$ cat src/rtl/gpio_irq_pkg.sv
package gpio_irq_pkg;

    localparam int BUS_W  = 8;
    localparam int ADDR_W = 5;

    localparam logic [ADDR_W-1:0] ADDR_MODE  = 5'h00;
    localparam logic [ADDR_W-1:0] ADDR_POL   = 5'h04;
    localparam logic [ADDR_W-1:0] ADDR_EOI   = 5'h08;
    localparam logic [ADDR_W-1:0] ADDR_EN    = 5'h0C;
    localparam logic [ADDR_W-1:0] ADDR_MSTAT = 5'h10;
    localparam logic [ADDR_W-1:0] ADDR_RSTAT = 5'h14;
    localparam logic [ADDR_W-1:0] ADDR_DBNC  = 5'h18;

    // Per-line configuration handed from the register file to a detector.
    typedef struct packed {
        logic edge_mode;  // 1: edge sensed, 0: level sensed
        logic act_high;   // 1: high level / rising edge, 0: low / falling
        logic dbnc;       // 1: take the filtered pin
    } line_cfg_t;

    function automatic logic is_status_addr(input logic [ADDR_W-1:0] a);
        return (a == ADDR_MSTAT) || (a == ADDR_RSTAT);
    endfunction

    function automatic int safe_clog2(input int v);
        return (v <= 2) ? 1 : $clog2(v);
    endfunction

endpackage

$ cat src/rtl/gpio_irq_sync.sv
module gpio_irq_sync #(
    parameter int W = 8
) (
    input  logic         clk,
    input  logic         rst,
    input  logic [W-1:0] async_i,
    output logic [W-1:0] sync_o
);
    logic [W-1:0] meta_q;
    logic [W-1:0] stab_q;

    always_ff @(posedge clk) begin
        if (rst) begin
            meta_q <= '0;
            stab_q <= '0;
        end else begin
            meta_q <= async_i;
            stab_q <= meta_q;
        end
    end

    assign sync_o = stab_q;
endmodule

$ cat src/rtl/gpio_irq_filter.sv
module gpio_irq_filter #(
    parameter int DB_TICKS = 4
) (
    input  logic clk,
    input  logic rst,
    input  logic tick_i,
    input  logic din_i,
    output logic dout_o
);
    localparam int CW = gpio_irq_pkg::safe_clog2(DB_TICKS + 1);
    localparam logic [CW-1:0] LAST = CW'(DB_TICKS - 1);

    logic [CW-1:0] cnt_q;
    logic          filt_q;

    always_ff @(posedge clk) begin
        if (rst) begin
            cnt_q  <= '0;
            filt_q <= 1'b0;
        end else if (tick_i) begin
            if (din_i != filt_q) begin
                if (cnt_q == LAST) begin
                    filt_q <= din_i;
                    cnt_q  <= '0;
                end else begin
                    cnt_q <= cnt_q + 1'b1;
                end
            end else begin
                cnt_q <= '0;
            end
        end
    end

    assign dout_o = filt_q;

    // the filtered value moves only on a sample tick
    p_hold_off_tick_r8: assert property (@(posedge clk) disable iff (rst)
        !tick_i |=> $stable(filt_q))
        else $error("filter output changed without a tick");

    // the filtered value moves only after a full run of differing samples
    p_full_run_r8: assert property (@(posedge clk) disable iff (rst)
        !$stable(filt_q) |-> ($past(cnt_q) == LAST))
        else $error("filter output changed before the run completed");
endmodule

$ cat src/rtl/gpio_irq_detect.sv
module gpio_irq_detect
    import gpio_irq_pkg::*;
(
    input  logic      clk,
    input  logic      rst,
    input  line_cfg_t cfg_i,
    input  logic      sync_i,
    input  logic      filt_i,
    input  logic      clr_i,
    output logic      raw_o
);
    logic sensed;
    logic prev_q;
    logic latch_q;
    logic hit;

    assign sensed = cfg_i.dbnc ? filt_i : sync_i;
    assign hit    = (sensed != prev_q) && (sensed == cfg_i.act_high);

    always_ff @(posedge clk) begin
        if (rst) begin
            prev_q  <= 1'b0;
            latch_q <= 1'b0;
        end else begin
            prev_q <= sensed;
            if (!cfg_i.edge_mode) begin
                latch_q <= 1'b0;
            end else begin
                latch_q <= hit | (latch_q & ~clr_i);
            end
        end
    end

    assign raw_o = cfg_i.edge_mode ? latch_q : (sensed == cfg_i.act_high);

    // a pending edge appears only when the sensed pin really moved
    p_no_spurious_r7: assert property (@(posedge clk) disable iff (rst)
        $rose(latch_q) |-> $past(sensed != prev_q))
        else $error("pending edge set without a pin transition");

    // level mode holds no pending edge
    p_level_drops_r7: assert property (@(posedge clk) disable iff (rst)
        !cfg_i.edge_mode |=> !latch_q)
        else $error("pending edge kept in level mode");

    // a pending edge is sticky until cleared
    p_sticky_r4: assert property (@(posedge clk) disable iff (rst)
        (latch_q && !clr_i && cfg_i.edge_mode) |=> latch_q)
        else $error("pending edge lost without a clear");

    // a clear with no new event retires the edge
    p_eoi_clears_r5: assert property (@(posedge clk) disable iff (rst)
        (clr_i && !hit) |=> !latch_q)
        else $error("end-of-interrupt did not clear the line");
endmodule

$ cat src/rtl/gpio_irq_unit.sv
module gpio_irq_unit
    import gpio_irq_pkg::*;
#(
    parameter int  LINES    = 8,
    parameter int  DB_TICKS = 4,
    parameter int  TICK_DIV = 2,
    parameter bit  PER_LINE = 1'b0,
    localparam int IRQ_W    = PER_LINE ? LINES : 1
) (
    input  logic              clk,
    input  logic              rst,
    input  logic [LINES-1:0]  pin_i,
    input  logic              bus_sel_i,
    input  logic              bus_wr_i,
    input  logic [ADDR_W-1:0] bus_addr_i,
    input  logic [BUS_W-1:0]  bus_wdata_i,
    output logic [BUS_W-1:0]  bus_rdata_o,
    output logic [IRQ_W-1:0]  irq_o
);
    localparam int TW = safe_clog2(TICK_DIV);

    logic [LINES-1:0] mode_q, pol_q, en_q, db_q;
    logic [LINES-1:0] eoi_clr;
    logic [LINES-1:0] sync_pin;
    logic [LINES-1:0] filt_pin;
    logic [LINES-1:0] raw_stat;
    logic [LINES-1:0] masked_stat;
    logic             wr_en;
    logic             tick;

    assign wr_en = bus_sel_i & bus_wr_i;

    // configuration registers
    always_ff @(posedge clk) begin
        if (rst) begin
            mode_q <= '0;
            pol_q  <= '0;
            en_q   <= '0;
            db_q   <= '0;
        end else if (wr_en) begin
            case (bus_addr_i)
                ADDR_MODE: mode_q <= bus_wdata_i[LINES-1:0];
                ADDR_POL:  pol_q  <= bus_wdata_i[LINES-1:0];
                ADDR_EN:   en_q   <= bus_wdata_i[LINES-1:0];
                ADDR_DBNC: db_q   <= bus_wdata_i[LINES-1:0];
                default: ;
            endcase
        end
    end

    assign eoi_clr = (wr_en && bus_addr_i == ADDR_EOI) ? bus_wdata_i[LINES-1:0] : '0;

    // sample tick for the debounce filters
    if (TICK_DIV <= 1) begin : g_tick_every
        assign tick = 1'b1;
    end else begin : g_tick_div
        logic [TW-1:0] tcnt_q;
        always_ff @(posedge clk) begin
            if (rst) begin
                tcnt_q <= '0;
            end else if (tcnt_q == TW'(TICK_DIV - 1)) begin
                tcnt_q <= '0;
            end else begin
                tcnt_q <= tcnt_q + 1'b1;
            end
        end
        assign tick = (tcnt_q == TW'(TICK_DIV - 1));
    end

    gpio_irq_sync #(.W(LINES)) u_sync (
        .clk     (clk),
        .rst     (rst),
        .async_i (pin_i),
        .sync_o  (sync_pin)
    );

    for (genvar i = 0; i < LINES; i++) begin : g_line
        line_cfg_t cfg;
        assign cfg = '{edge_mode: mode_q[i], act_high: pol_q[i], dbnc: db_q[i]};

        gpio_irq_filter #(.DB_TICKS(DB_TICKS)) u_flt (
            .clk    (clk),
            .rst    (rst),
            .tick_i (tick),
            .din_i  (sync_pin[i]),
            .dout_o (filt_pin[i])
        );

        gpio_irq_detect u_det (
            .clk    (clk),
            .rst    (rst),
            .cfg_i  (cfg),
            .sync_i (sync_pin[i]),
            .filt_i (filt_pin[i]),
            .clr_i  (eoi_clr[i]),
            .raw_o  (raw_stat[i])
        );
    end

    assign masked_stat = raw_stat & en_q;

    // combinational read port
    always_comb begin
        bus_rdata_o = '0;
        case (bus_addr_i)
            ADDR_MODE:  bus_rdata_o[LINES-1:0] = mode_q;
            ADDR_POL:   bus_rdata_o[LINES-1:0] = pol_q;
            ADDR_EN:    bus_rdata_o[LINES-1:0] = en_q;
            ADDR_MSTAT: bus_rdata_o[LINES-1:0] = masked_stat;
            ADDR_RSTAT: bus_rdata_o[LINES-1:0] = raw_stat;
            ADDR_DBNC:  bus_rdata_o[LINES-1:0] = db_q;
            default:    bus_rdata_o = '0;
        endcase
    end

    if (PER_LINE) begin : g_irq_each
        assign irq_o = masked_stat;
    end else begin : g_irq_shared
        assign irq_o[0] = |masked_stat;

        // the shared output never fires with every line disabled
        p_irq_needs_enable_r9: assert property (@(posedge clk) disable iff (rst)
            irq_o[0] |-> (|en_q))
            else $error("shared interrupt with no line enabled");
    end

    // writes aimed at status addresses leave the configuration alone
    p_status_write_ignored_r10: assert property (@(posedge clk) disable iff (rst)
        (wr_en && is_status_addr(bus_addr_i)) |=>
            ($stable(mode_q) && $stable(pol_q) && $stable(en_q) && $stable(db_q)))
        else $error("status write altered a register");
endmodule

$ cat config.mk
export PLATFORM = sky130hd
export DESIGN_NAME = gpio_irq_unit
export DESIGN_NICKNAME = d
export VERILOG_FILES = /design/src/rtl/gpio_irq_pkg.sv /design/src/rtl/gpio_irq_sync.sv /design/src/rtl/gpio_irq_filter.sv /design/src/rtl/gpio_irq_detect.sv /design/src/rtl/gpio_irq_unit.sv
export SDC_FILE = /design/constraint.sdc
export NUM_CORES = 1
export LEC_CHECK = 0
export BUFFER_PORTS_ARGS = -buffer_cell sky130_fd_sc_hd__buf_2
export CAP_MARGIN = 15
export CORE_ASPECT_RATIO = 1.4
export CORE_MARGIN = 2
export CORE_UTILIZATION = 54
export DETAILED_ROUTE_END_ITERATION = 8
export GPL_ROUTABILITY_DRIVEN = 0
export PLACE_DENSITY_LB_ADDON = 0.12
export SLEW_MARGIN = 25
export SYNTH_ARGS = -nofsm -noshare
export SYNTH_HDL_FRONTEND = slang
export SYNTH_HIERARCHICAL = 1
export SYNTH_SLANG_ARGS = --single-unit
export TNS_END_PERCENT = 50
$ cat constraint.sdc
create_clock -name clk -period 1.4 [get_ports clk]
set_input_delay 0.07 -clock clk [delete_from_list [all_inputs] [get_ports clk]]
set_output_delay 0.07 -clock clk [all_outputs]
set_load 0.01 [all_outputs]
== Word level (Yosys, flattened, before mapping) ==
Cells that the tools add are included.

* Add/subtract/negate cells: 9
* Equal/unequal tests: 38
* Multiplexer cells: 34
* Bitwise operators: 34
* Reductions and logical operators: 32

{| class="wikitable"
|+ Operators with widths
! operator !! count
|-
| $mux W3 || 16
|-
| $pmux W8 S6 || 1
|-
| $add A3 B1 Y3 const B || 8
|-
| $eq A3 B2 Y1 const B || 8
|-
| $reduce_and A3 Y1 || 8
|-
| $reduce_or A2 Y1 || 9
|-
| $mux W1 || 16
|-
| $ne A1 B1 Y1 || 16
|-
| $not A1 Y1 || 16
|-
| $eq A5 B5 Y1 const B || 3
|-
| $eq A5 B4 Y1 const B || 2
|-
| $and A1 B1 Y1 || 9
|-
| $logic_and A1 B1 Y1 || 9
|-
| $and A8 B8 Y8 || 1
|-
| $eq A1 B1 Y1 || 8
|-
| $mux W8 || 1
|-
| $or A1 B1 Y1 || 8
|-
| $reduce_and A2 Y1 || 4
|-
| $reduce_or A8 Y1 || 1
|-
| $eq A5 B3 Y1 const B || 1
|-
| $logic_not A5 Y1 || 1
|-
| $add A1 B1 Y1 const B || 1
|}

* Bits in registers: 97
* Word-level logic and storage cells: 186

== Depth between registers and ports, before layout ==
Gate-level depths: netlist of run 1.

* Depth in word-level cells: 6
* Depth in mapped cells: 6
* Depth with buffers taken out: 6

== By module ==
Netlist of run 1, hierarchy kept.

{| class="wikitable"
|+ Modules (own cells, without submodules)
! module !! times used !! cells each !! area each (um^2)
|-
| gpio_irq_unit || 1 || 191 || 1783.0
|-
| gpio_irq_filter || 8 || 16 || 181.4
|-
| gpio_irq_detect || 8 || 12 || 112.6
|-
| gpio_irq_sync || 1 || 33 || 464.2
|}

== Worst setup path after synthesis of run 1 ==
No wires, ideal clock.

* Path kind: reg2out
* Start point: reg db_q[5]
* End point: out bus_rdata_o[5]
* Data arrival time: 1353 ps
* Slack: -23 ps
* Stages on the path, launching flop included: 7
* Buffers on the path: 0
* Cells stage by stage: dfxtp_1 mux2i_1 xnor2_1 o21ai_0 o21ai_0 o22ai_1 a221o_1

* Longest elaborated chain between the ends: 5

{| class="wikitable"
|+ Ends and longest elaborated chain
! element !! line !! source
|-
| from (decl) || gpio_irq_unit.sv:22 || <nowiki>logic [LINES-1:0] mode_q, pol_q, en_q, db_q;</nowiki>
|-
| from (signal assigned) || gpio_irq_unit.sv:45 || <nowiki>ADDR_DBNC: db_q <= bus_wdata_i[LINES-1:0];</nowiki>
|-
| $mux W1 (*) || gpio_irq_detect.sv:17 || <nowiki>assign sensed = cfg_i.dbnc ? filt_i : sync_i;</nowiki>
|-
| $eq A1 B1 Y1 (*) || gpio_irq_detect.sv:34 || <nowiki>assign raw_o = cfg_i.edge_mode ? latch_q : (sensed == cfg_i.act_high);</nowiki>
|-
| $mux W1 (*) || gpio_irq_detect.sv:34 ||
|-
| named net raw_stat[5] || gpio_irq_unit.sv:26 || <nowiki>logic [LINES-1:0] raw_stat;</nowiki>
|-
| $and A8 B8 Y8 || gpio_irq_unit.sv:100 || <nowiki>assign masked_stat = raw_stat & en_q;</nowiki>
|-
| $pmux W8 S6 (*) || gpio_irq_unit.sv:105 || <nowiki>case (bus_addr_i)</nowiki>
|-
| to (decl) || gpio_irq_unit.sv:17 || <nowiki>output logic [BUS_W-1:0] bus_rdata_o,</nowiki>
|}

Mark *: on every way through the listed nets, which the timed path passes. The rest lies on a longest branch.

== Worst setup path in the final report of run 1 ==
* Start point: reg db_q[6]
* End point: out bus_rdata_o[6]

Same word-level chain as after synthesis.

==> results of run 1 <==
layout make-up:
| class | count | share of cell area, % |
|---|---|---|
| well taps | 102 | 2.17 |
| multi-input cells | 327 | 44.4 |
| repair buffers | 107 | 13.6 |
| clock buffers | 10 | 4.07 |
| diodes | 1 | 0.0426 |
| inverters | 8 | 0.512 |
| clock inverters | 6 | 1.79 |
| flip-flops and latches | 97 | 33.4 |
layout by cell type, fill, tap and decap left out, types with 7 or more instances in the layout:
cell type,netlist,final
dfxtp_1,97,88
mux2i_1,48,40
nand3b_1,16,16
nor2_1,26,26
and2_1,8,8
a221o_1,8,8
inv_1,8,8
o21ai_1,8,15
ha_1,8,8
nor2b_1,20,20
buf_2,2,31
and3b_1,8,8
buf_4,0,63
nand2_1,8,8
a22o_1,8,8
o21ai_0,32,22
mux2_1,8,8
dfxtp_2,0,7
or3b_1,8,7
clkbuf_16,0,9
o22ai_1,8,8
dlygate4sd3_1,0,8
a311oi_2,8,8
xnor2_1,16,16
nor2b_2,7,7
nand2b_1,40,40
nor4b_2,8,8
final timing paths:
path | start | to | slack [ns] | depth (start not counted)
worst max-delay path | db_q[6] | bus_rdata_o[6] | -0.49 | 7
worst min-delay path | bus_wdata_i[6] | en_q[6] | 0.1 | 3
worst max register to register | db_q[6] | g_line[6].u_det/latch_q | -0.16 | 6
worst min register to register | u_sync/meta_q[6] | u_sync/sync_o[6] | 0.44 | 1
cells in the mapped netlist (9+ instances only):
master,instances,area share [%]
clkbuf_1,9,0.73
nand3b_1,16,2.6
o21ai_0,32,3.5
dfxtp_1,97,42
xnor2_1,16,3.0
nor2_1,26,2.1
nand2b_1,40,5.4
nor2b_1,20,2.7
mux2i_1,48,10
cell families (layout without fill, tap and decap cells):
kind of cell               count (synthesis)  in the layout
buffers and inverters                     24            131
other                                      0              1
DFF                                       97             97
AOI/OAI and AO/OA                         76             76
adders and majority gates                  8              8
muxes                                     56             56
and+or+nand+nor                          171            171
xor gates and xnor gates                  16             16
timing repair:
| action | CTS | global route |
|---|---|---|
| hold buffers | 8 | 0 |
| pin swaps | 6 | 6 |
| setup buffers | 3 | 1 |
| endpoints found under the hold margin | 8 | 0 |
| resized for setup | 22 | 12 |
| endpoints found under the setup margin | 9 | 11 |
through the flow:
step / power, µW / hold WS [ns] / util (%) / TNS [ns]
final: 6070 / 0.0956 / 71.6 / -4.23
after floorplan: 3090 / 0.142 / - / -0.0800
after detailed placement: 3290 / 0.286 / 65.0 / -2.85
after global placement: 3270 / 0.277 / 65.0 / -2.36
after global routing: 6240 / 0.125 / 71.6 / -5.19
after CTS: 6110 / 0.0949 / 70.8 / -4.15
sequential cells by signal, summed over array words and instances (netlist names):
| signal | cells |
|---|---|
| g_line.u_flt/cnt_q | 24 |
| db_q | 8 |
| en_q | 8 |
| g_line.u_det/latch_q | 8 |
| g_line.u_det/prev_q | 8 |
| g_line.u_flt/dout_o | 8 |
| mode_q | 8 |
| pol_q | 8 |
| u_sync/meta_q | 8 |
| u_sync/sync_o | 8 |
| g_tick_div.tcnt_q | 1 |
routing by layer:
metal / share of wire (%) / GRT usage [%] / vias to the layer above / wire (µm)
met2: 50 / 38.3 / 49 / 5020
met1: 45 / 28.8 / 1699 / 4560
met4: 1.9 / 10.1 / 0 / 194
met3: 2.5 / 3.11 / 13 / 255
li1: - / - / 1814 / -
met5: 0 / 0 / - / 0
power by group through the flow:
stage | registers [µW] | logic, µW | clock network [µW]
2_1_floorplan | 2890 | 203 | 0
3_3_place_gp | 2880 | 395 | 0
3_5_place_dp | 2880 | 405 | 0
4_1_cts | 2820 | 433 | 2850
5_1_grt | 2820 | 480 | 2940
6_report | 2820 | 440 | 2820
worst max-delay path: stages (launching register included):
cell	delay [ns]
dfxtp_4	0.36
mux2i_4	0.23
xnor2_1	0.16
o21ai_2	0.10
o21ai_1	0.09
o22ai_1	0.09
a221o_1	0.30
buf_2	0.15
==> impl_results.html, run 1 <==
<table>
<tr><th>Metric</th><th>Value</th></tr>
<tr><th colspan="2">Yosys</th></tr>
<tr><td>Sequential element share of the synthesized area</td><td>42.2%</td></tr>
<tr><td>Adder and majority cell fraction of the synthesized area</td><td>2.18%</td></tr>
<tr><td>Synthesized area divided by synthesized cell count</td><td>10.3 µm²</td></tr>
<tr><td>EDFF count, synth</td><td>0</td></tr>
<tr><td>Instance count of the mapped netlist</td><td>448</td></tr>
<tr><td>Main combinational cell family by area after synthesis</td><td>simple AND/OR/NAND/NOR gates</td></tr>
<tr><td>Xor/xnor cell area share of the yosys netlist</td><td>3.05%</td></tr>
<tr><td>Leading register cell type out of synthesis</td><td>dfxtp_1</td></tr>
<tr><td>Synth async-reset ratio</td><td>0%</td></tr>
<tr><td>Portion of netlist area occupied by mux cells</td><td>12.4%</td></tr>
<tr><td>Simple-gate share of the synthesized area</td><td>25.5%</td></tr>
<tr><td>Post-synthesis instance area</td><td>4600 µm²</td></tr>
<tr><td>Total nets after synthesis</td><td>481</td></tr>
<tr><td>Total of warnings raised by yosys</td><td>6</td></tr>
<tr><td>Number of distinct standard cells referenced by the synthesized netlist</td><td>40</td></tr>
<tr><td>Number of storage elements in the synthesis netlist</td><td>97</td></tr>
<tr><td>Compound-gate portion of the synthesized area</td><td>12.0%</td></tr>
<tr><th colspan="2">Worst setup path</th></tr>
<tr><td>Worst setup path class</td><td>reg2out</td></tr>
<tr><td>Crit path DAT</td><td>1.82 ns</td></tr>
<tr><td>CP endpoint kind</td><td>output pin</td></tr>
<tr><td>Maximum fanout along the worst path</td><td>2</td></tr>
<tr><td>Worst setup SP type</td><td>flop</td></tr>
<tr><td>Data required time of the worst path</td><td>1.33 ns</td></tr>
<tr><th colspan="2">Floorplanning</th></tr>
<tr><td>Chip Height</td><td>113 µm</td></tr>
<tr><td>Full die area</td><td>9280 µm²</td></tr>
<tr><td>Effective utilization at floorplan</td><td>56.1%</td></tr>
<tr><td>Placeable core area</td><td>8200 µm²</td></tr>
<tr><td>Number of placement rows</td><td>39</td></tr>
<tr><td>Floorplan die width</td><td>82 µm</td></tr>
<tr><td>Ports placed on the boundary</td><td>34</td></tr>
<tr><th colspan="2">Global routing</th></tr>
<tr><td>Global-route wire length before repair</td><td>16.5 mm</td></tr>
<tr><td>Number of global-route vias before repair</td><td>3,564</td></tr>
<tr><td>Remaining global-route overflow</td><td>0</td></tr>
<tr><td>Total routing usage reported by global routing</td><td>22.9%</td></tr>
<tr><td>Number of antenna violations at the first check in global routing</td><td>0</td></tr>
<tr><td>Pin count of the biggest net entering global routing</td><td>55</td></tr>
<tr><th colspan="2">Power and ir drop</th></tr>
<tr><td>Clock share of power</td><td>46.4%</td></tr>
<tr><td>Maximum ir drop on the vdd rail</td><td>0.821 mV</td></tr>
<tr><td>Switching share of power</td><td>20.9%</td></tr>
<tr><td>Combinational Power Share</td><td>7.2%</td></tr>
<tr><td>Reg power frac</td><td>46.4%</td></tr>
<tr><td>Power per cell area</td><td>1030 nW/µm²</td></tr>
<tr><td>Pleak</td><td>0.00245 µW</td></tr>
<tr><td>Psw</td><td>1270 µW</td></tr>
<tr><td>Internal Pwr Total</td><td>4800 µW</td></tr>
<tr><th colspan="2">STA</th></tr>
<tr><td>Shortest clock period the worst path allows after layout</td><td>1.89 ns</td></tr>
<tr><td>Worst slew margin relative to its limit</td><td>70.8%</td></tr>
<tr><td>Achievable Freq</td><td>528 MHz</td></tr>
<tr><td>Final Hold Violating Endpoints</td><td>0</td></tr>
<tr><td>Final Setup Violations</td><td>11</td></tr>
<tr><td>Worst clock skew on the final layout</td><td>0.00741 ns</td></tr>
<tr><td>Slew at the pin with the worst max-slew slack</td><td>0.433 ns</td></tr>
<tr><td>Share of the clock period used by the worst path</td><td>135%</td></tr>
<tr><td>Number of slew-limit violations in the final report</td><td>0</td></tr>
<tr><td>Post-route setup slack</td><td>-0.492 ns</td></tr>
<tr><td>Unrepaired setup endpoints after global routing</td><td>true</td></tr>
<tr><th colspan="2">Placed design</th></tr>
<tr><td>Post-DP HPWL</td><td>6.86 mm</td></tr>
<tr><td>Post-place instance area</td><td>5330 µm²</td></tr>
<tr><td>Number of input and output port buffers inserted</td><td>33</td></tr>
<tr><td>Worst slack at placement</td><td>-0.278 ns</td></tr>
<tr><td>Number of placed instances, taps included</td><td>629</td></tr>
<tr><th colspan="2">Routing</th></tr>
<tr><td>WL per Instance</td><td>15.2 µm</td></tr>
<tr><td>First-pass detailed-route iteration total</td><td>4</td></tr>
<tr><td>DR DRC count</td><td>0</td></tr>
<tr><td>Via count</td><td>3,575</td></tr>
<tr><td>Ratio of routed vias to standard cells</td><td>5.43</td></tr>
<tr><td>Antenna viol nets, final</td><td>0</td></tr>
<tr><td>WL final</td><td>10.0 mm</td></tr>
<tr><td>Iter 0 DRT Violations</td><td>125</td></tr>
<tr><th colspan="2">CTS</th></tr>
<tr><td>Total clock buffers created by CTS</td><td>9</td></tr>
<tr><td>Post-CTS clock slew at the launch and capture registers of the worst setup and hold paths</td><td>0.06 ns</td></tr>
<tr><td># clock sinks</td><td>97</td></tr>
<tr><td>Clock tree from TritonCTS</td><td>done</td></tr>
<tr><td>Clock tree root driver cell</td><td>clkbuf_16</td></tr>
<tr><td>Number of H-tree levels</td><td>3</td></tr>
<tr><td>Clock latency reported for the late side of the worst-skew pair</td><td>0.34 ns</td></tr>
<tr><td>Number of buffers on the longest clock path</td><td>2</td></tr>
<tr><th colspan="2">Outcome</th></tr>
<tr><td>Status</td><td>finished, violations left</td></tr>
<tr><td>Violated checks</td><td>setup timing</td></tr>
<tr><th colspan="2">Layout</th></tr>
<tr><td>Growth of design area from synthesis to finish</td><td>27.6%</td></tr>
<tr><td>Area of the multi-input gates</td><td>2610 µm²</td></tr>
<tr><td>Final layout net count</td><td>583</td></tr>
<tr><td>Finished Layout Cells</td><td>658</td></tr>
<tr><td>Number of fill cells</td><td>621</td></tr>
<tr><td>Proportion of layout cells with a drive suffix above 1</td><td>30.5%</td></tr>
<tr><td>Storage element area</td><td>1960 µm²</td></tr>
<tr><td>Post-route cell area</td><td>5870 µm²</td></tr>
<tr><th colspan="2">Job</th></tr>
<tr><td>Max-cap violations</td><td>0</td></tr>
<tr><th colspan="2">Hold path</th></tr>
<tr><td>Worst min-delay path category</td><td>in2reg</td></tr>
</table>
(Power assumes the default switching activity.)
==> run 2, diff against run 1 <==
CELL_PAD_IN_SITES_DETAIL_PLACEMENT = 1   (was not set)
CELL_PAD_IN_SITES_GLOBAL_PLACEMENT = 2   (was not set)
CORE_UTILIZATION = 35   (was 54)
==> impl_results.html, run 2 (synthesis results as in run 1) <==
<table>
<tr><th>Metric</th><th>Value</th></tr>
<tr><th colspan="2">Layout</th></tr>
<tr><td>Proportion of layout cells with a drive suffix above 1</td><td>31.1% (+0.68 points)</td></tr>
<tr><td>Commonest non-fill, non-tap cells in the layout</td><td>dfxtp_1, buf_4, mux2i_1, nand2b_1, buf_2</td></tr>
<tr><td># diodes</td><td>0 (-1)</td></tr>
<tr><td>Top register by number of flip-flops</td><td>g_line.u_flt/cnt_q</td></tr>
<tr><td>Share of the core filled with cells</td><td>46.4% (-25 points)</td></tr>
<tr><td>Final layout net count</td><td>588 (+0.86%)</td></tr>
<tr><td>Commonest non-fill, non-tap cell in the layout</td><td>dfxtp_1</td></tr>
<tr><td>Growth of design area from synthesis to finish</td><td>29.3%</td></tr>
<tr><td>Number of flip-flops under the largest register name</td><td>24 (unchanged)</td></tr>
<tr><th colspan="2">CTS</th></tr>
<tr><td>Number of buffers on the longest clock path</td><td>2 (unchanged)</td></tr>
<tr><td>Number of H-tree levels</td><td>3 (unchanged)</td></tr>
<tr><td>Clock latency reported for the late side of the worst-skew pair</td><td>0.34 ns (about the same)</td></tr>
<tr><td>Post-CTS clock slew at the launch and capture registers of the worst setup and hold paths</td><td>0.07 ns (about the same)</td></tr>
<tr><td>Clock tree from TritonCTS</td><td>done</td></tr>
<tr><td>Total clock buffers created by CTS</td><td>9 (unchanged)</td></tr>
<tr><td>Clock tree root driver cell</td><td>clkbuf_16</td></tr>
<tr><td># clock sinks</td><td>97 (unchanged)</td></tr>
<tr><th colspan="2">Hold path</th></tr>
<tr><td>Worst hold path stage count</td><td>2 (-1)</td></tr>
<tr><td>Worst min-delay path category</td><td>in2reg</td></tr>
<tr><td>Worst hold endpoint</td><td>g_line[3].u_det/prev_q</td></tr>
<tr><td>Launch instance of the worst min-delay path</td><td>rst</td></tr>
<tr><th colspan="2">Worst setup path</th></tr>
<tr><td>Data required time of the worst path</td><td>1.33 ns (about the same)</td></tr>
<tr><td>Worst R2R Setup Slack</td><td>0.02 ns (+0.18 ns)</td></tr>
<tr><td>Worst setup path class</td><td>reg2out</td></tr>
<tr><td>Worst Reg2Reg Path Length in Cells</td><td>5 (-1)</td></tr>
<tr><td>Endpoint of the most critical register-to-register path</td><td>g_line[6].u_det/latch_q</td></tr>
<tr><td>CP endpoint kind</td><td>output pin</td></tr>
<tr><td>R2R Path Start</td><td>u_sync/sync_o[6]</td></tr>
<tr><td>Maximum fanout along the worst path</td><td>2 (unchanged)</td></tr>
<tr><td>Crit path DAT</td><td>1.82 ns (about the same)</td></tr>
<tr><td>Worst setup SP type</td><td>flop</td></tr>
<tr><th colspan="2">STA</th></tr>
<tr><td>Final Setup Violations</td><td>9 (-2)</td></tr>
<tr><td>Achievable Freq</td><td>529 MHz (+0.14%)</td></tr>
<tr><td>Slew at the pin with the worst max-slew slack</td><td>0.528 ns (+0.0955 ns)</td></tr>
<tr><td>Unrepaired setup endpoints after global routing</td><td>true</td></tr>
<tr><td>Final Hold Violating Endpoints</td><td>0 (unchanged)</td></tr>
<tr><td>Shortest clock period the worst path allows after layout</td><td>1.89 ns (-0.00261 ns)</td></tr>
<tr><td>Worst slew margin relative to its limit</td><td>64.8% (-6.0 points)</td></tr>
<tr><td>Worst clock skew on the final layout</td><td>0.00671 ns (-0.000696 ns)</td></tr>
<tr><td>Post-route setup slack</td><td>-0.490 ns (+0.00261 ns)</td></tr>
<tr><td>Share of the clock period used by the worst path</td><td>135% (-0.19 points)</td></tr>
<tr><td>Number of slew-limit violations in the final report</td><td>0 (unchanged)</td></tr>
<tr><th colspan="2">Power and ir drop</th></tr>
<tr><td>Post-route total power</td><td>5960 µW (-1.8%)</td></tr>
<tr><td>Maximum ir drop on the vdd rail</td><td>0.510 mV (-38%)</td></tr>
<tr><td>Pleak</td><td>0.00246 µW (+0.48%)</td></tr>
<tr><td>Power per cell area</td><td>1000 nW/µm² (-3.1%)</td></tr>
<tr><th colspan="2">Global routing</th></tr>
<tr><td>Remaining global-route overflow</td><td>0 (unchanged)</td></tr>
<tr><td>Global-route wire length before repair</td><td>19.2 mm (+17%)</td></tr>
<tr><td>Number of global-route vias before repair</td><td>3,910 (+9.7%)</td></tr>
<tr><td>Number of antenna violations at the first check in global routing</td><td>0 (unchanged)</td></tr>
<tr><td>Total routing usage reported by global routing</td><td>17.3% (-5.6 points)</td></tr>
<tr><td>Pin count of the biggest net entering global routing</td><td>41 (-25%)</td></tr>
<tr><th colspan="2">Floorplanning</th></tr>
<tr><td>Ports placed on the boundary</td><td>34 (unchanged)</td></tr>
<tr><td>Effective utilization at floorplan</td><td>35.9% (-20 points)</td></tr>
<tr><td>Full die area</td><td>14,100 µm² (+52%)</td></tr>
<tr><td>Floorplan die width</td><td>101 µm (+23%)</td></tr>
<tr><td>Placeable core area</td><td>12,800 µm² (+56%)</td></tr>
<tr><td>Number of placement rows</td><td>49 (+26%)</td></tr>
<tr><td>Chip Height</td><td>140 µm (+23%)</td></tr>
<tr><th colspan="2">Routing</th></tr>
<tr><td>DR DRC count</td><td>0 (unchanged)</td></tr>
<tr><td>Ratio of routed vias to standard cells</td><td>5.11 (-6.0%)</td></tr>
<tr><td>Antenna viol nets, final</td><td>0 (unchanged)</td></tr>
<tr><td>First-pass detailed-route iteration total</td><td>4 (unchanged)</td></tr>
<tr><td>Iter 0 DRT Violations</td><td>119 (-4.8%)</td></tr>
<tr><td>WL final</td><td>11.5 mm (+15%)</td></tr>
<tr><td>WL per Instance</td><td>16.2 µm (+6.2%)</td></tr>
<tr><td>Via count</td><td>3,638 (+1.8%)</td></tr>
<tr><th colspan="2">Job</th></tr>
<tr><td>Max-cap violations</td><td>0 (unchanged)</td></tr>
<tr><th colspan="2">Placed design</th></tr>
<tr><td>Number of input and output port buffers inserted</td><td>33 (unchanged)</td></tr>
<tr><td>Post-DP HPWL</td><td>8.32 mm (+21%)</td></tr>
<tr><th colspan="2">Outcome</th></tr>
<tr><td>Status</td><td>finished, violations left</td></tr>
<tr><td>Violated checks</td><td>setup timing</td></tr>
</table>
run 2: power by group:
group	total, µW	switching, µW	internal (µW)
logic	461	228	232
clock network	2680	1070	1610
registers	2820	22.5	2800
total	5960	1320	4640
run 2: final cells by class:
cell class	count	area (µm²)
Fill cell	1441	6870
Multi-Input combinational cell	327	2620
Sequential cell	97	1950
Timing Repair Buffer	112	831
Clock buffer	11	243
Tap cell	153	191
Clock inverter	4	76.3
Inverter	8	30.0
run 2: timing repair:
| item | in CTS | in global routing |
|---|---|---|
| resized for setup | 26 | 10 |
| gates cloned | 0 | 0 |
| buffers inserted | 4 | 0 |
| pin swaps | 7 | 5 |
| setup endpoints to repair | 9 | 10 |
| endpoints found under the hold margin | 8 | 0 |
| hold buffers | 8 | 0 |
run 2: worst max-delay path by stage:
stage	startpoint	endpoint	slack [ns]	cells past startpoint
2_1_floorplan	db_q[2]	bus_rdata_o[2]	-0.02	6
3_3_place_gp	db_q[7]	irq_o	-0.34	7
3_5_place_dp	db_q[6]	bus_rdata_o[6]	-0.40	7
4_1_cts	db_q[6]	irq_o	-0.55	7
5_1_grt	db_q[6]	irq_o	-0.59	7
6_report	db_q[2]	bus_rdata_o[2]	-0.49	7
run 2: metrics by stage:
stage,cells,setup slack (ns),hold WS (ns),cell area (µm²),setup TNS [ns]
6_report,712,-0.490,0.0667,5950,-4.17
5_1_grt,712,-0.594,0.0815,5950,-5.19
4_1_cts,712,-0.550,0.0623,5910,-4.48
3_5_place_dp,685,-0.398,0.283,5430,-4.36
3_3_place_gp,685,-0.344,0.278,5430,-3.44
2_1_floorplan,448,-0.0210,0.142,4610,-0.0800
run 2: critical path, cell delays in order, from the launching register on:
cell and delay, ns:
dfxtp_2 0.36, mux2i_4 0.27, xnor2_2 0.14, o21ai_2 0.10, o21ai_1 0.08, o22ai_1 0.10, a221o_1 0.28, buf_2 0.14
run 2: metal layers:
metal	vias to the layer above	track usage, %	part of all wire (%)
met3	7	3.06	2.7
met4	0	4.54	1.2
met1	1780	21.5	45
li1	1808	-	-
met5	-	0	0
met2	43	30.5	51
==> run 3, diff against run 2 <==
SETUP_SLACK_MARGIN = 0.15   (was not set)
==> impl_results.html, run 3 (synthesis results as in run 1) <==
<table>
<tr><th>Metric</th><th>Value</th></tr>
<tr><th colspan="2">Outcome</th></tr>
<tr><td>Status</td><td>finished, violations left</td></tr>
<tr><td>Violated checks</td><td>setup timing</td></tr>
<tr><th colspan="2">Power and ir drop</th></tr>
<tr><td>Maximum ir drop on the vdd rail</td><td>0.466 mV (-8.6%)</td></tr>
<tr><td>Post-route total power</td><td>5820 µW (-2.3%)</td></tr>
<tr><td>Pleak</td><td>0.00247 µW (+0.27%)</td></tr>
<tr><td>Power per cell area</td><td>941 nW/µm² (-6.1%)</td></tr>
<tr><th colspan="2">STA</th></tr>
<tr><td>Slew at the pin with the worst max-slew slack</td><td>0.571 ns (+0.0430 ns)</td></tr>
<tr><td>Shortest clock period the worst path allows after layout</td><td>1.92 ns (+0.0257 ns)</td></tr>
<tr><td>Number of slew-limit violations in the final report</td><td>0 (unchanged)</td></tr>
<tr><td>Worst clock skew on the final layout</td><td>0.00789 ns (+0.00118 ns)</td></tr>
<tr><td>Final Setup Violations</td><td>9 (unchanged)</td></tr>
<tr><td>Post-route setup slack</td><td>-0.515 ns (-0.0257 ns)</td></tr>
<tr><td>Final Hold Violating Endpoints</td><td>0 (unchanged)</td></tr>
<tr><td>Share of the clock period used by the worst path</td><td>137% (+1.8 points)</td></tr>
<tr><td>Unrepaired setup endpoints after global routing</td><td>true</td></tr>
<tr><td>Achievable Freq</td><td>522 MHz (-1.3%)</td></tr>
<tr><td>Worst slew margin relative to its limit</td><td>61.9% (-2.9 points)</td></tr>
<tr><th colspan="2">Worst setup path</th></tr>
<tr><td>List of cells traversed by the critical path</td><td>mux2i_2 &gt; xnor2_1 &gt; o21ai_1 &gt; o21ai_1 &gt; o22ai_1 &gt; a221o_1 &gt; buf_2</td></tr>
<tr><td>Endpoint of the most critical register-to-register path</td><td>g_line[3].u_det/latch_q</td></tr>
<tr><td>Max stage delay on crit path</td><td>0.35 ns (about the same)</td></tr>
<tr><td>Top cell by count, worst path</td><td>o21ai_1</td></tr>
<tr><td>Cell with the biggest individual delay on the critical path</td><td>dfxtp_2</td></tr>
<tr><td>Data required time of the worst path</td><td>1.33 ns (about the same)</td></tr>
<tr><td>Critical Path Source</td><td>db_q[7]</td></tr>
<tr><td>R2R Path Start</td><td>db_q[3]</td></tr>
<tr><td>Worst Reg2Reg Path Length in Cells</td><td>4 (-1)</td></tr>
<tr><td>Worst setup SP type</td><td>flop</td></tr>
<tr><td>Maximum fanout along the worst path</td><td>2 (unchanged)</td></tr>
<tr><td>Worst R2R Setup Slack</td><td>0.03 ns (about the same)</td></tr>
<tr><td>Crit path to</td><td>bus_rdata_o[7]</td></tr>
<tr><td>Worst setup path class</td><td>reg2out</td></tr>
<tr><td>CP endpoint kind</td><td>output pin</td></tr>
<tr><td>Crit path DAT</td><td>1.85 ns (+0.03 ns)</td></tr>
<tr><th colspan="2">Floorplanning</th></tr>
<tr><td>Full die area</td><td>14,100 µm² (unchanged)</td></tr>
<tr><td>Number of placement rows</td><td>49 (unchanged)</td></tr>
<tr><td>Ports placed on the boundary</td><td>34 (unchanged)</td></tr>
<tr><td>Placeable core area</td><td>12,800 µm² (unchanged)</td></tr>
<tr><td>Chip Height</td><td>140 µm (unchanged)</td></tr>
<tr><td>Effective utilization at floorplan</td><td>35.9% (unchanged)</td></tr>
<tr><td>Floorplan die width</td><td>101 µm (unchanged)</td></tr>
<tr><th colspan="2">Placed design</th></tr>
<tr><td>Number of input and output port buffers inserted</td><td>33 (unchanged)</td></tr>
<tr><td>Worst slack at placement</td><td>-0.324 ns (+0.0739 ns)</td></tr>
<tr><td>Post-DP HPWL</td><td>8.35 mm (+0.39%)</td></tr>
<tr><td>Number of placed instances, taps included</td><td>684 (-0.15%)</td></tr>
<tr><th colspan="2">Global routing</th></tr>
<tr><td>Pin count of the biggest net entering global routing</td><td>35 (-15%)</td></tr>
<tr><td>Total routing usage reported by global routing</td><td>17.4% (+0.12 points)</td></tr>
<tr><td>Number of global-route vias before repair</td><td>3,805 (-2.7%)</td></tr>
<tr><td>Number of antenna violations at the first check in global routing</td><td>0 (unchanged)</td></tr>
<tr><td>Remaining global-route overflow</td><td>0 (unchanged)</td></tr>
<tr><td>Global-route wire length before repair</td><td>19.1 mm (-0.64%)</td></tr>
<tr><th colspan="2">CTS</th></tr>
<tr><td># clock sinks</td><td>97 (unchanged)</td></tr>
<tr><td>Number of H-tree levels</td><td>3 (unchanged)</td></tr>
<tr><td>Post-CTS clock slew at the launch and capture registers of the worst setup and hold paths</td><td>0.07 ns (about the same)</td></tr>
<tr><td>Number of buffers on the longest clock path</td><td>2 (unchanged)</td></tr>
<tr><td>Total clock buffers created by CTS</td><td>9 (unchanged)</td></tr>
<tr><td>Clock tree from TritonCTS</td><td>done</td></tr>
<tr><td>Clock latency reported for the late side of the worst-skew pair</td><td>0.35 ns (about the same)</td></tr>
<tr><td>Clock tree root driver cell</td><td>clkbuf_16</td></tr>
<tr><th colspan="2">Hold path</th></tr>
<tr><td>Worst min-delay path category</td><td>in2reg</td></tr>
<tr><td>Launch instance of the worst min-delay path</td><td>bus_wdata_i[7]</td></tr>
<tr><th colspan="2">Layout</th></tr>
<tr><td>Final layout net count</td><td>585 (-0.51%)</td></tr>
<tr><td>Commonest non-fill, non-tap cell in the layout</td><td>dfxtp_1</td></tr>
<tr><td>Finished Layout Cells</td><td>710 (-0.28%)</td></tr>
<tr><td>Number of flip-flops under the largest register name</td><td>24 (unchanged)</td></tr>
<tr><td># diodes</td><td>0 (unchanged)</td></tr>
<tr><td>Proportion of layout cells with a drive suffix above 1</td><td>37.9% (+6.8 points)</td></tr>
<tr><td>Growth of design area from synthesis to finish</td><td>34.5%</td></tr>
<tr><td>Top register by number of flip-flops</td><td>g_line.u_flt/cnt_q</td></tr>
<tr><td>Commonest non-fill, non-tap cells in the layout</td><td>dfxtp_1, buf_4, mux2i_1, nand2b_1, buf_2</td></tr>
<tr><th colspan="2">Job</th></tr>
<tr><td>Max-cap violations</td><td>0 (unchanged)</td></tr>
<tr><th colspan="2">Routing</th></tr>
<tr><td>WL per Instance</td><td>16.7 µm (+3.4%)</td></tr>
<tr><td>Iter 0 DRT Violations</td><td>86 (-28%)</td></tr>
<tr><td>Ratio of routed vias to standard cells</td><td>5.16 (+1.0%)</td></tr>
<tr><td>DR DRC count</td><td>0 (unchanged)</td></tr>
<tr><td>Via count</td><td>3,665 (+0.74%)</td></tr>
<tr><td>Antenna viol nets, final</td><td>0 (unchanged)</td></tr>
<tr><td>First-pass detailed-route iteration total</td><td>4 (unchanged)</td></tr>
<tr><td>WL final</td><td>11.9 mm (+3.1%)</td></tr>
</table>
[run 3: per-stage QoR]
step | cell area, µm² | TNS, ns | util (%) | hold WS (ns)
3_3_place_gp | 5460 | -2.16 | 42.6 | 0.279
2_1_floorplan | 4650 | 0 | - | 0.142
5_1_grt | 6190 | -5.23 | 48.3 | 0.107
4_1_cts | 5890 | -4.79 | 45.9 | 0.0856
3_5_place_dp | 5460 | -3.36 | 42.6 | 0.283
6_report | 6190 | -4.38 | 48.3 | 0.0863
[run 3: metal layers]
| layer | global-route usage [%] | vias to the layer above | wire length, µm |
|---|---|---|---|
| met3 | 3.57 | 9 | 271 |
| li1 | - | 1808 | - |
| met4 | 4.69 | 0 | 134 |
| met5 | 0 | - | 0 |
| met1 | 22.4 | 1813 | 5450 |
| met2 | 29.5 | 35 | 6020 |
[run 3: how the worst min path moves through the flow]
stage                             end  slack (ns)  depth (start not counted)
6_report                      en_q[7]        0.09                          3
4_1_cts                       en_q[7]        0.09                          3
2_1_floorplan  g_line[0].u_det/prev_q        0.14                          1
3_5_place_dp         u_sync/meta_q[1]        0.28                          2
3_3_place_gp         u_sync/meta_q[1]        0.28                          2
5_1_grt                       db_q[7]        0.11                          3
[run 3: power by group]
| group | internal, µW | total, µW | switching, µW |
|---|---|---|---|
| logic | 244 | 482 | 238 |
| clock network | 1430 | 2520 | 1090 |
| registers | 2790 | 2820 | 26.4 |
[run 3: critical path, delay by kind of cell, from the launching register on]
family / cells / cell delay, ns
buf+inv: 1 / 0.14
flops: 1 / 0.35
compound gates: 4 / 0.61
xor+xnor: 1 / 0.14
mux: 1 / 0.25
[run 3: timing repair]
item                                    CTS  global route
setup buffers                             1             1
pin swaps                                24            27
gates resized for setup                  15            61
cloned                                    0             0
endpoints found under the hold margin     8             0
endpoints found under the setup margin   19            31
hold buffers                              8             0
[run 3: layout make-up]
class,count,area [µm²]
clock buffer,11,243
clock inverter,5,55.1
fill,1425,6630
inverter,8,30.0
multi-input combinational,327,2880
sequential,97,1970
tap,153,191
timing repair buffer,109,812
